$ cat src/rtl/irq_pend_pkg.sv
package irq_pend_pkg;
  typedef enum logic [1:0] {
    CSR_NOP = 2'b00,
    CSR_RW  = 2'b01,
    CSR_RS  = 2'b10,
    CSR_RC  = 2'b11
  } csr_op_e;
endpackage

$ cat src/rtl/irq_pend_next.sv
module irq_pend_next
  import irq_pend_pkg::*;
#(
  parameter int unsigned W = 32,
  parameter logic [W-1:0] WMASK = '1
) (
  input  logic [W-1:0] cur_i,
  input  logic         valid_i,
  input  logic [1:0]   op_i,
  input  logic [W-1:0] src_i,
  input  logic         suppress_i,
  output logic [W-1:0] nxt_o,
  output logic         we_o
);
  logic [W-1:0] src_m;
  csr_op_e      op;

  always_comb begin
    op    = csr_op_e'(op_i);
    src_m = src_i & WMASK;
    nxt_o = cur_i;
    we_o  = 1'b0;
    if (valid_i && !suppress_i) begin
      unique case (op)
        CSR_RW: begin
          nxt_o = src_m;
          we_o  = 1'b1;
        end
        CSR_RS: begin
          nxt_o = cur_i | src_m;
          we_o  = 1'b1;
        end
        CSR_RC: begin
          nxt_o = cur_i & ~src_m;
          we_o  = 1'b1;
        end
        default: begin
          nxt_o = cur_i;
          we_o  = 1'b0;
        end
      endcase
    end
  end
endmodule

$ cat src/rtl/irq_pend_bits.sv
module irq_pend_bits #(
  parameter int unsigned W = 32,
  parameter logic [W-1:0] WMASK = '1
) (
  input  logic         clk,
  input  logic         rst_n,
  input  logic         we_i,
  input  logic [W-1:0] d_i,
  output logic [W-1:0] q_o
);
  for (genvar i = 0; i < W; i++) begin : g_bit
    if (WMASK[i]) begin : g_impl
      logic bit_q;
      always_ff @(posedge clk or negedge rst_n) begin
        if (!rst_n)    bit_q <= 1'b0;
        else if (we_i) bit_q <= d_i[i];
      end
      assign q_o[i] = bit_q;
    end else begin : g_zero
      assign q_o[i] = 1'b0;
    end
  end
endmodule

$ cat src/rtl/irq_pend_rdport.sv
module irq_pend_rdport #(
  parameter int unsigned W = 32
) (
  input  logic         clk,
  input  logic         rst_n,
  input  logic         valid_i,
  input  logic [W-1:0] view_i,
  output logic [W-1:0] rdata_o,
  output logic         rvalid_o
);
  logic [W-1:0] rdata_d;
  logic         rvalid_d;

  always_comb begin
    rvalid_d = valid_i;
    rdata_d  = valid_i ? view_i : rdata_o;
  end

  always_ff @(posedge clk or negedge rst_n) begin
    if (!rst_n) begin
      rdata_o  <= '0;
      rvalid_o <= 1'b0;
    end else begin
      rvalid_o <= rvalid_d;
      if (valid_i) rdata_o <= rdata_d;
    end
  end
endmodule

$ cat src/rtl/irq_pend_csr.sv
module irq_pend_csr #(
  parameter int unsigned W       = 32,
  parameter int unsigned EXT_POS = 9,
  parameter logic [W-1:0] WMASK  = 32'h0000_0222
) (
  input  logic         clk,
  input  logic         rst_n,
  input  logic         csr_valid,
  input  logic [1:0]   csr_op,
  input  logic [W-1:0] csr_wdata,
  input  logic         csr_wr_suppress,
  input  logic         ext_irq,
  output logic [W-1:0] csr_rdata,
  output logic         csr_rvalid,
  output logic [W-1:0] irq_pend_o
);
  localparam logic [W-1:0] EXT_ONEHOT = W'(1) << EXT_POS;

  logic [W-1:0] sw_q;
  logic [W-1:0] sw_d;
  logic         sw_we;
  logic [W-1:0] merged;

  // Update path sees only the stored latches, never the external line.
  irq_pend_next #(.W(W), .WMASK(WMASK)) u_next (
    .cur_i      (sw_q),
    .valid_i    (csr_valid),
    .op_i       (csr_op),
    .src_i      (csr_wdata),
    .suppress_i (csr_wr_suppress),
    .nxt_o      (sw_d),
    .we_o       (sw_we)
  );

  irq_pend_bits #(.W(W), .WMASK(WMASK)) u_bits (
    .clk   (clk),
    .rst_n (rst_n),
    .we_i  (sw_we),
    .d_i   (sw_d),
    .q_o   (sw_q)
  );

  assign merged     = sw_q | (ext_irq ? EXT_ONEHOT : '0);
  assign irq_pend_o = merged;

  irq_pend_rdport #(.W(W)) u_rd (
    .clk      (clk),
    .rst_n    (rst_n),
    .valid_i  (csr_valid),
    .view_i   (merged),
    .rdata_o  (csr_rdata),
    .rvalid_o (csr_rvalid)
  );
endmodule

$ cat config.mk
export PLATFORM = sky130hd
export DESIGN_NAME = irq_pend_csr
export DESIGN_NICKNAME = d
export VERILOG_FILES = /design/src/rtl/irq_pend_pkg.sv /design/src/rtl/irq_pend_next.sv /design/src/rtl/irq_pend_bits.sv /design/src/rtl/irq_pend_rdport.sv /design/src/rtl/irq_pend_csr.sv
export SDC_FILE = /design/constraint.sdc
export NUM_CORES = 1
export LEC_CHECK = 0
export BUFFER_PORTS_ARGS = -buffer_cell sky130_fd_sc_hd__buf_2
export CORE_MARGIN = 1.5
export CORE_UTILIZATION = 51
export CTS_CLUSTER_SIZE = 14
export DETAILED_ROUTE_END_ITERATION = 8
export HOLD_SLACK_MARGIN = 0.1
export PLACE_DENSITY = 0.94
export SKIP_LAST_GASP = 1
export SYNTH_ARGS = -nofsm -noshare
export SYNTH_HDL_FRONTEND = slang
export SYNTH_HIERARCHICAL = 1
export SYNTH_SLANG_ARGS = --single-unit
$ cat constraint.sdc
create_clock -name clk -period 2.54 [get_ports clk]
set_input_delay 0.127 -clock clk [delete_from_list [all_inputs] [get_ports clk]]
set_output_delay 0.127 -clock clk [all_outputs]
set_load 0.01 [all_outputs]
After elaboration in Yosys (flattened, before gate mapping) --
Cells that the tools add are included.
Operators by class: bitwise gates (word level) 4, reductions and logical operators 5, muxes and demuxes 4, eq/ne operators 3
Operators with widths (count):
- $pmux 10 s3 | 1
- $or 10x10->10 | 2
- $and 10x10->10 | 1
- $mux 10 | 1
- $not 10->10 | 1
- $eq 2x2->1 const B | 2
- $reduce_and 3->1 | 1
- $reduce_bool 3->1 | 1
- $reduce_or 3->1 | 1
- $eq 2x1->1 const B | 1
- $mux 1 | 2
- $logic_and 1x1->1 | 1
- $logic_not 1->1 | 1
Word-level totals: logic and storage cells 21, register bits 36

Logic depth before layout (Yosys ltp) --
Gate-level depths: netlist (run 1).
depth in word-level cells 5, mapped depth 4, mapped depth without buffers 4

Hierarchy --
Netlist (run 1), hierarchy kept.
Modules (own cells, without submodules):
- irq_pend_rdport | cells each 69, area an instance 1370.1 µm², sequential area each 825.8 µm², instances 1
- irq_pend_bits | cells each 39, area an instance 352.8 µm², sequential area each 75.1 µm², instances 1
- irq_pend_next | cells each 46, area an instance 324.1 µm², sequential area each 0.0 µm², instances 1
- irq_pend_csr | cells each 1, area an instance 6.3 µm², sequential area each 0.0 µm², instances 1

Least setup slack after synthesis (run 1) --
OpenSTA, ideal clock, no wires.
path type register to register, start point register u_bits.g_bit[9].g_impl.bit_q, end point register u_rd.rdata_o[9], arrival time 981 ps, setup slack 1434 ps, stages on the path, launching flop included 4, cell sequence dfrtp_1 buf_4 or2_1 mux2_4
On the way: word-level cells in the longest chain between the ends 1
Ends and longest elaborated chain:
- start: declaration | line irq_pend_bits.sv:13 | logic bit_q;
- start signal: assignment | line irq_pend_bits.sv:16 | else if (we_i) bit_q <= d_i[i];
- $or 10x10->10 | line irq_pend_csr.sv:43 | assign merged = sw_q | (ext_irq ? EXT_ONEHOT : '0);
- via irq_pend_o[9] | line irq_pend_csr.sv:15 | output logic [W-1:0] irq_pend_o
- end signal: assignment | line irq_pend_rdport.sv:25 | if (valid_i) rdata_o <= rdata_d;
- end: declaration | line irq_pend_rdport.sv:8 | output logic [W-1:0] rdata_o,
The timed path passes the listed nets, and every way through them passes these cells. A chain may end at the register's enable or synchronous reset.

Worst setup path in the final report (run 1) --
start point register u_bits.g_bit[9].g_impl.bit_q, end point output irq_pend_o[9]
On the way: word-level cells in the longest chain between the ends 1
Ends and longest elaborated chain (line):
- $or 10x10->10 | irq_pend_csr.sv:43
- end: declaration | irq_pend_csr.sv:15
No other way between the ends.

==> results.toml, run 1 <==
[run_status]
outcome = "finished clean"

[worst_setup_path]
cp_max_fo = 3
arrival_ns = 1.11
cp_data_required_time_ns = 2.41
cpLargestDelayFamily = "flip-flops"
r2r-start = "u_bits/g_bit[1].g_impl.bit_q"
cp-start-kind = "flip-flop"
setup.worst_path.start = "u_bits/g_bit[9].g_impl.bit_q"
path_class = "reg2out"
path_buf_inv = 1
critPathMaxStageDelay_ns = 0.40
end_kind = "output port"
cp_cell_sequence = "or2_1 -> buf_2"
cp_slowest_cell = "dfrtp_1"

[power]
powerDensity_nw_per_um2 = 685
p_leak_nw = 1.03
vdd.ir_drop.worst_uv = 411

[timing]
slew_violations = 0
post-route-min-period_ns = 1.24
hold_slack_ns = 0.166
rsz0062_at_grt = "false"
finalHoldViolCount = 0
fmax_ghz = 0.808
worst_slew_pin_slew_ns = 0.755
period_share_pct = 48.7
tns_ns = 0
slew_headroom_pct = 49.7
setup_viol = 0
skew_ns = 0.000160
layout_setup_ws_ns = 1.30

[detailed_routing]
ant_nets = 0
drc = 0
viasPerCell = 4.45
drt_iter0_drc = 15
vias = 944
wire_per_inst_um = 13.0
routed_wl_mm = 2.77
dr.pass1.iters = 3

[cells_and_area]
fin_util_pct = 57.8
final_nets = 207
n_antenna_cell = 0
drive_gt1_share_pct = 52.4
final_cell_mix = "buf_2, dfrtp_1, mux2_4"
fill_cells = 288
syn_to_final_growth_pct = 7.25
final_common_cell = "buf_2"

[yosys]
syn_area_um2 = 1810
synth_cells = 122
postSynthAreaPerCell_um2 = 14.9
synth.yosys.warnings = 6

[clock_tree]
cts_root_buf = "clkbuf_4"
cts-htree-levels = 2
tritoncts = "built"
cts.clk_slew.worst_paths_ns = 0.09
cts_buffers = 5
cts_setup_buffers = 0
holdBufCountCts = 1
postCtsResizedCells = 0
clkSinkCount = 36
clock_latency_ns = 0.32
clockBufferDepth = 2

[grt]
overflow = 0
top_usage_layer = "met2"
grt_use_total_pct = 15.6
use_met1_pct = 18.6
grt_max_degree = 37
met3_usage_pct = 5.41
antenna_found_initial = 0
gr-usage-met2_pct = 25.0
grt_pass1_vias = 974
grt_pass1_wl_mm = 4.63

[placement]
hpwl_mm = 2.01
pre_cts_ws_ns = 0.979
io_buffers = 45
gp_congestion = 0.697

[die]
die_y_um = 62.6
dieArea_um2 = 3920
fp.dieW_um = 62.6
core_area_um2 = 3360
start_util_pct = 53.9
ios = 104
rows = 21

[min_path]
hold_class = "in2reg"
hp-start = "csr_wdata[5]"

[run]
maxCapViolations = 0
## layout make-up
class	count	area, um^2	area share (%)
flip-flops and latches	36	901	46.3
well taps	46	57.6	2.96
multi-input cells	77	702	36.1
clock buffers	5	37.5	1.93
repair buffers	47	243	12.5
inverters	1	3.75	0.193
## path summary, 6_finish.rpt
check	to	slack [ns]	depth (start not counted)
worst max-delay path	irq_pend_o[9]	1.30	2
min in group asynchronous	u_rd/rdata_o[29]	0.41	2
worst min register to register	u_rd/rdata_o[19]	0.51	1
worst max register to register	u_bits/g_bit[1].g_impl.bit_q	1.52	2
max in group asynchronous	u_rd/rdata_o[17]	1.65	2
worst min-delay path	u_bits/g_bit[5].g_impl.bit_q	0.17	3
## worst reg2reg max path, cell delays in order, from the launching register on
cell	delay, ns
dfrtp_1	0.43
a22o_1	0.22
mux2_2	0.27
## registers in the layout, summed over array words and instances (netlist names)
name,cells
u_rd/rdata_o,32
u_bits/g_bit.g_impl.bit_q,3
u_rd/rvalid_o,1
## layer usage
layer	wire length [um]	vias to the layer above
li1	-	438
met1	1180	449
met2	1340	50
met3	196	7
met4	51	0
met5	0	-
## report_power, final
part / switching [mW] / internal, mW / leakage (nW)
sequential: 0.0584 / 0.663 / 0.425
combinational: 0.165 / 0.198 / 0.585
clock: 0.155 / 0.0924 / 0.0230
## stage by stage
step	instance area [um^2]	power, mW	cells
3_3_place_gp	1900	1.08	206
4_1_cts	1940	1.34	212
5_1_grt	1940	1.40	212
6_report	1940	1.33	212
2_1_floorplan	1920	1.04	150
3_5_place_dp	1900	1.09	206
Note: power is estimated with default switching activity, not from simulation.
==> run 2, diff against run 1 <==
--- a/config.mk
+++ b/config.mk
@@ -5,13 +5,14 @@
 export SDC_FILE = /design/constraint.sdc
 export NUM_CORES = 1
 export LEC_CHECK = 0
+export ABC_AREA = 1
 export BUFFER_PORTS_ARGS = -buffer_cell sky130_fd_sc_hd__buf_2
 export CORE_MARGIN = 1.5
-export CORE_UTILIZATION = 51
+export CORE_UTILIZATION = 47
 export CTS_CLUSTER_SIZE = 14
 export DETAILED_ROUTE_END_ITERATION = 8
 export HOLD_SLACK_MARGIN = 0.1
-export PLACE_DENSITY = 0.94
+export PLACE_DENSITY = 0.88
 export SKIP_LAST_GASP = 1
 export SYNTH_ARGS = -nofsm -noshare
 export SYNTH_HDL_FRONTEND = slang
==> constraint.sdc (replaced) <==
create_clock -name clk -period 1.2 [get_ports clk]
set_input_delay 0.06 -clock clk [delete_from_list [all_inputs] [get_ports clk]]
set_output_delay 0.06 -clock clk [all_outputs]
set_load 0.01 [all_outputs]
==> results.toml, run 2 <==
[cells_and_area]
n_antenna_cell = 0
fill_cells = 338
largest_reg_flops = 32
largest_register = "u_rd/rdata_o"
top_regs = "u_rd/rdata_o x32, u_bits/g_bit.g_impl.bit_q x3, u_rd/rvalid_o x1"
final_common_cell = "nand2_1"
final_nets = 300
final_cell_mix = "nand2_1, buf_2, dfrtp_1"
drive_gt1_share_pct = 26.3
stdcell_count = 310
syn_to_final_growth_pct = 13.6

[worst_setup_path]
arrival_ns = 0.95
cp_data_required_time_ns = 1.14
cpLargestDelayFamily = "flip-flops"
cp_max_fo = 3
cp_slowest_cell = "dfrtp_1"
ff2ff_setup_slack_ns = 0.45
path_class = "reg2out"
end_kind = "output port"
path_buf_inv = 2
critPathMaxStageDelay_ns = 0.40
cp_cell_sequence = "inv_1 -> nand2_1 -> buf_2"
cp-start-kind = "flip-flop"

[placement]
gp_congestion = 0.682
place_inst = 300
io_buffers = 45
hpwl_mm = 2.34

[timing]
post-route-min-period_ns = 1.01
setup_viol = 0
tns_ns = 0
finalHoldViolCount = 0
rsz0062_at_grt = "false"
skew_ns = 0.00425
fmax_ghz = 0.992
period_share_pct = 84.0
slew_violations = 0

[die]
dieArea_um2 = 4210
die_y_um = 64.9
fp.dieW_um = 64.9
core_area_um2 = 3660
ios = 104
rows = 22
start_util_pct = 49.1

[yosys]
postSynthAreaPerCell_um2 = 8.40
synth_cells = 214
syn_area_um2 = 1800
synth.yosys.warnings = 6

[clock_tree]
cts.clk_slew.worst_paths_ns = 0.06
clockBufferDepth = 2
clkSinkCount = 36
cts-htree-levels = 2
cts_root_buf = "clkbuf_8"
clock_latency_ns = 0.27
tritoncts = "built"
cts_buffers = 5

[run_status]
outcome = "finished clean"

[detailed_routing]
wire_per_inst_um = 10.2
drt_iter0_drc = 32
ant_nets = 0
dr.pass1.iters = 4
viasPerCell = 4.27
vias = 1325
drc = 0
routed_wl_mm = 3.15

[grt]
overflow = 0
grt_max_degree = 33
grt_use_total_pct = 16.5
grt_pass1_wl_mm = 5.38
antenna_found_initial = 0
grt_pass1_vias = 1238

[run]
maxCapViolations = 0

[power]
p_leak_nw = 1.24
vdd.ir_drop.worst_uv = 1000
powerDensity_nw_per_um2 = 1510

[min_path]
hold_class = "in2reg"
==> run 2: through the flow <==
step / total power, mW / util, % / worst slack [ns] / instance area (um^2) / hold WS (ns)
4_1_cts: 3.12 / 55.8 / 0.177 / 2040 / 0.131
6_report: 3.08 / 55.8 / 0.192 / 2040 / 0.136
5_1_grt: 3.28 / 55.8 / 0.127 / 2040 / 0.172
2_1_floorplan: 1.88 / - / 0.353 / 1900 / -0.236
3_5_place_dp: 1.98 / 51.8 / 0.301 / 1900 / 0.0136
3_3_place_gp: 1.96 / 51.8 / 0.317 / 1900 / 0.00804
==> run 2: layout make-up <==
class                      count  area (um^2)  share of cell area (%)
timing repair buffer          51          288                    14.1
clock inverter                 1         30.0                    1.47
inverter                      11         48.8                    2.39
tap                           48         60.1                    2.94
multi-input combinational    156          618                    30.3
clock buffer                   7         96.3                    4.72
sequential                    36          901                    44.1
==> run 2: final timing paths <==
path                                              startpoint                            to  cells after the start
max in group asynchronous                              rst_n                 u_rd/rvalid_o                      3
min in group asynchronous                              rst_n              u_rd/rdata_o[27]                      2
worst max-delay path            u_bits/g_bit[9].g_impl.bit_q                 irq_pend_o[9]                      3
worst min-delay path                            csr_wdata[5]  u_bits/g_bit[5].g_impl.bit_q                      5
worst max register to register  u_bits/g_bit[1].g_impl.bit_q  u_bits/g_bit[1].g_impl.bit_q                      4
worst min register to register              u_rd/rdata_o[10]              u_rd/rdata_o[10]                      2
==> run 2: power by group <==
part           internal (mW)  switching (mW)
clock network          0.732           0.388
registers               1.34          0.0829
logic                  0.195           0.341
total                   2.27           0.812
==> run 2: per-layer routing <==
metal | global-route usage [%] | routed length, um | share of wire (%) | vias up
li1 | - | - | - | 667
met3 | 4.69 | 166 | 5.3 | 2
met2 | 30.0 | 1590 | 50 | 44
met1 | 18.6 | 1390 | 44 | 612
met5 | 0 | 0 | 0 | -
met4 | 4.79 | 13 | 0.41 | 0
==> run 2: timing repair <==
action | in CTS | in global routing
hold endpoints to repair | 37 | 0
gates resized for setup | 0 | 0
setup buffers | 0 | 0
hold buffers | 2 | 0
endpoints found under the setup margin | 0 | 0
==> run 2: worst register-to-register path: cells and delay by family, from the launching register on <==
family        cells  cell delay, ns
flops             1            0.41
simple gates      4            0.23
==> run 3, diff against run 2 <==
--- a/config.mk
+++ b/config.mk
@@ -8,11 +8,11 @@
 export ABC_AREA = 1
 export BUFFER_PORTS_ARGS = -buffer_cell sky130_fd_sc_hd__buf_2
 export CORE_MARGIN = 1.5
-export CORE_UTILIZATION = 47
+export CORE_UTILIZATION = 43
 export CTS_CLUSTER_SIZE = 14
 export DETAILED_ROUTE_END_ITERATION = 8
 export HOLD_SLACK_MARGIN = 0.1
-export PLACE_DENSITY = 0.88
+export PLACE_DENSITY = 0.85
 export SKIP_LAST_GASP = 1
 export SYNTH_ARGS = -nofsm -noshare
 export SYNTH_HDL_FRONTEND = slang
==> constraint.sdc (replaced) <==
create_clock -name clk -period 0.9 [get_ports clk]
set_input_delay 0.045 -clock clk [delete_from_list [all_inputs] [get_ports clk]]
set_output_delay 0.045 -clock clk [all_outputs]
set_load 0.01 [all_outputs]
==> results.toml, run 3 (synthesis gave the netlist of run 2 again) <==
[run_status]
outcome = "complete, but fails checks"
violations = "negative setup slack"

[cells_and_area]
final_cell_mix = "nand2_1, buf_2, dfrtp_1"
fill_cells = 401
stdcell_count = 318
largest_reg_flops = 32
n_antenna_cell = 0
multi_input_area_um2 = 623
final_nets = 306
final_common_cell = "nand2_1"
top_regs = "u_rd/rdata_o x32, u_bits/g_bit.g_impl.bit_q x3, u_rd/rvalid_o x1"
largest_register = "u_rd/rdata_o"
regArea_um2 = 901
final_area_um2 = 2070
drive_gt1_share_pct = 28.4
syn_to_final_growth_pct = 14.9

[clock_tree]
clockBufferDepth = 2
cts.clk_slew.worst_paths_ns = 0.07
clock_latency_ns = 0.27
clkSinkCount = 36
cts-htree-levels = 2
cts_buffers = 5
tritoncts = "built"
cts_root_buf = "clkbuf_8"

[worst_setup_path]
r2r-start = "u_bits/g_bit[9].g_impl.bit_q"
end_kind = "output port"
cp_data_required_time_ns = 0.85
cp-start-kind = "flip-flop"
ff2ff_path_depth = 6
r2r_end = "u_bits/g_bit[9].g_impl.bit_q"
cp_max_fo = 2
cp_slowest_cell = "dfrtp_1"
critPathMaxStageDelay_ns = 0.39
ff2ff_setup_slack_ns = -0.04
path_class = "reg2out"
arrival_ns = 0.91
cp_cell_sequence = "inv_1 -> nand2_1 -> buf_2"

[timing]
setup_viol = 2
layout_setup_ws_ns = -0.0521
rsz0062_at_grt = "true"
slew_violations = 0
period_share_pct = 106
skew_ns = 0.00167
finalHoldViolCount = 0
post-route-min-period_ns = 0.952
fmax_ghz = 1.05

[power]
vdd.ir_drop.worst_uv = 1080
p_leak_nw = 1.25
powerDensity_nw_per_um2 = 1860

[detailed_routing]
viasPerCell = 4.15
drc = 0
dr.pass1.iters = 5
routed_wl_mm = 3.22
drt_iter0_drc = 42
ant_nets = 0
vias = 1319
wire_per_inst_um = 10.1

[die]
dieArea_um2 = 4580
core_area_um2 = 4000
die_y_um = 67.7
start_util_pct = 44.9
ios = 104
rows = 23
fp.dieW_um = 67.7

[min_path]
hp-start = "csr_wdata[9]"
hold_depth = 5
hold_class = "in2reg"
hold_path_end = "u_bits/g_bit[9].g_impl.bit_q"

[placement]
gp_congestion = 0.730
place_inst = 302
hpwl_mm = 2.31
io_buffers = 45
dpl_cell_area_um2 = 1900

[grt]
overflow = 0
antenna_found_initial = 0
grt_max_degree = 37
grt_pass1_vias = 1159
grt_use_total_pct = 14.8
grt_pass1_wl_mm = 4.88

[run]
maxCapViolations = 0
## run 3: cell types whose count changed in the layout (fill, tap and decap cells not counted)
cell,previous run,this run
buf_4,3,9
buf_6,0,2
clkbuf_1,0,2
nand2_1,108,106
nand2_2,10,12
buf_2,45,44
bufinv_16,1,0
clkbuf_8,7,6
dlygate4sd3_1,2,1
## run 3: worst max-delay path by stage
stage / cells after the start / endpoint / start / slack, ns
3_3_place_gp: 7 / u_bits/g_bit[5].g_impl.bit_q / csr_op[1] / 0.05
5_1_grt: 3 / irq_pend_o[9] / u_bits/g_bit[9].g_impl.bit_q / -0.14
6_report: 3 / irq_pend_o[9] / u_bits/g_bit[9].g_impl.bit_q / -0.05
3_5_place_dp: 7 / u_bits/g_bit[1].g_impl.bit_q / csr_op[1] / 0.01
4_1_cts: 3 / irq_pend_o[9] / u_bits/g_bit[9].g_impl.bit_q / -0.07
2_1_floorplan: 5 / u_rd/rdata_o[9] / u_bits/g_bit[9].g_impl.bit_q / 0.05
## run 3: layer usage
metal  wire (um)  vias up  global-route usage [%]  share of wire [%]
met5           0        -                       0                  0
met4          16        0                    5.36               0.50
met3         238        2                    7.17                7.4
met2        1610       48                    25.2                 50
met1        1350      586                    15.7                 42
li1            -      683                       -                  -
## run 3: power by group
group | leakage, nW | switching, mW | internal [mW]
Combinational | 0.762 | 0.481 | 0.345
Clock | 0.0455 | 0.499 | 0.623
Sequential | 0.443 | 0.103 | 1.79
## run 3: layout make-up
type,instances,area share (%)
well taps,50,3.03
repair buffers,57,16.5
flip-flops and latches,36,43.6
clock buffers,8,4.36
inverters,11,2.36
multi-input cells,156,30.2
## run 3: metrics by stage
| stage | setup WS, ns | setup TNS, ns | utilization (%) | total power [mW] | hold slack (ns) |
|---|---|---|---|---|---|
| 2_1_floorplan | 0.0532 | 0 | - | 2.50 | -0.251 |
| 3_3_place_gp | 0.0478 | 0 | 47.5 | 2.61 | 0.0189 |
| 3_5_place_dp | 0.0111 | 0 | 47.5 | 2.63 | 0.0238 |
| 4_1_cts | -0.0747 | -0.0747 | 50.5 | 3.84 | 0.102 |
| 5_1_grt | -0.142 | -0.316 | 51.6 | 4.11 | 0.128 |
| 6_report | -0.0521 | -0.0950 | 51.6 | 3.85 | 0.116 |
## run 3: what timing repair did
item                                    in CTS  in global routing
hold buffers                                 1                  0
buffers inserted                             3                  4
pin swaps                                    1                  1
gates resized for setup                      0                  4
endpoints found under the setup margin       2                 11
hold endpoints to repair                    36                  0
## run 3: critical path: cells and delay by family (launching register included)
| family | cells | cell delay (ns) |
|---|---|---|
| buf+inv | 2 | 0.20 |
| flops | 1 | 0.39 |
| simple gates | 1 | 0.05 |
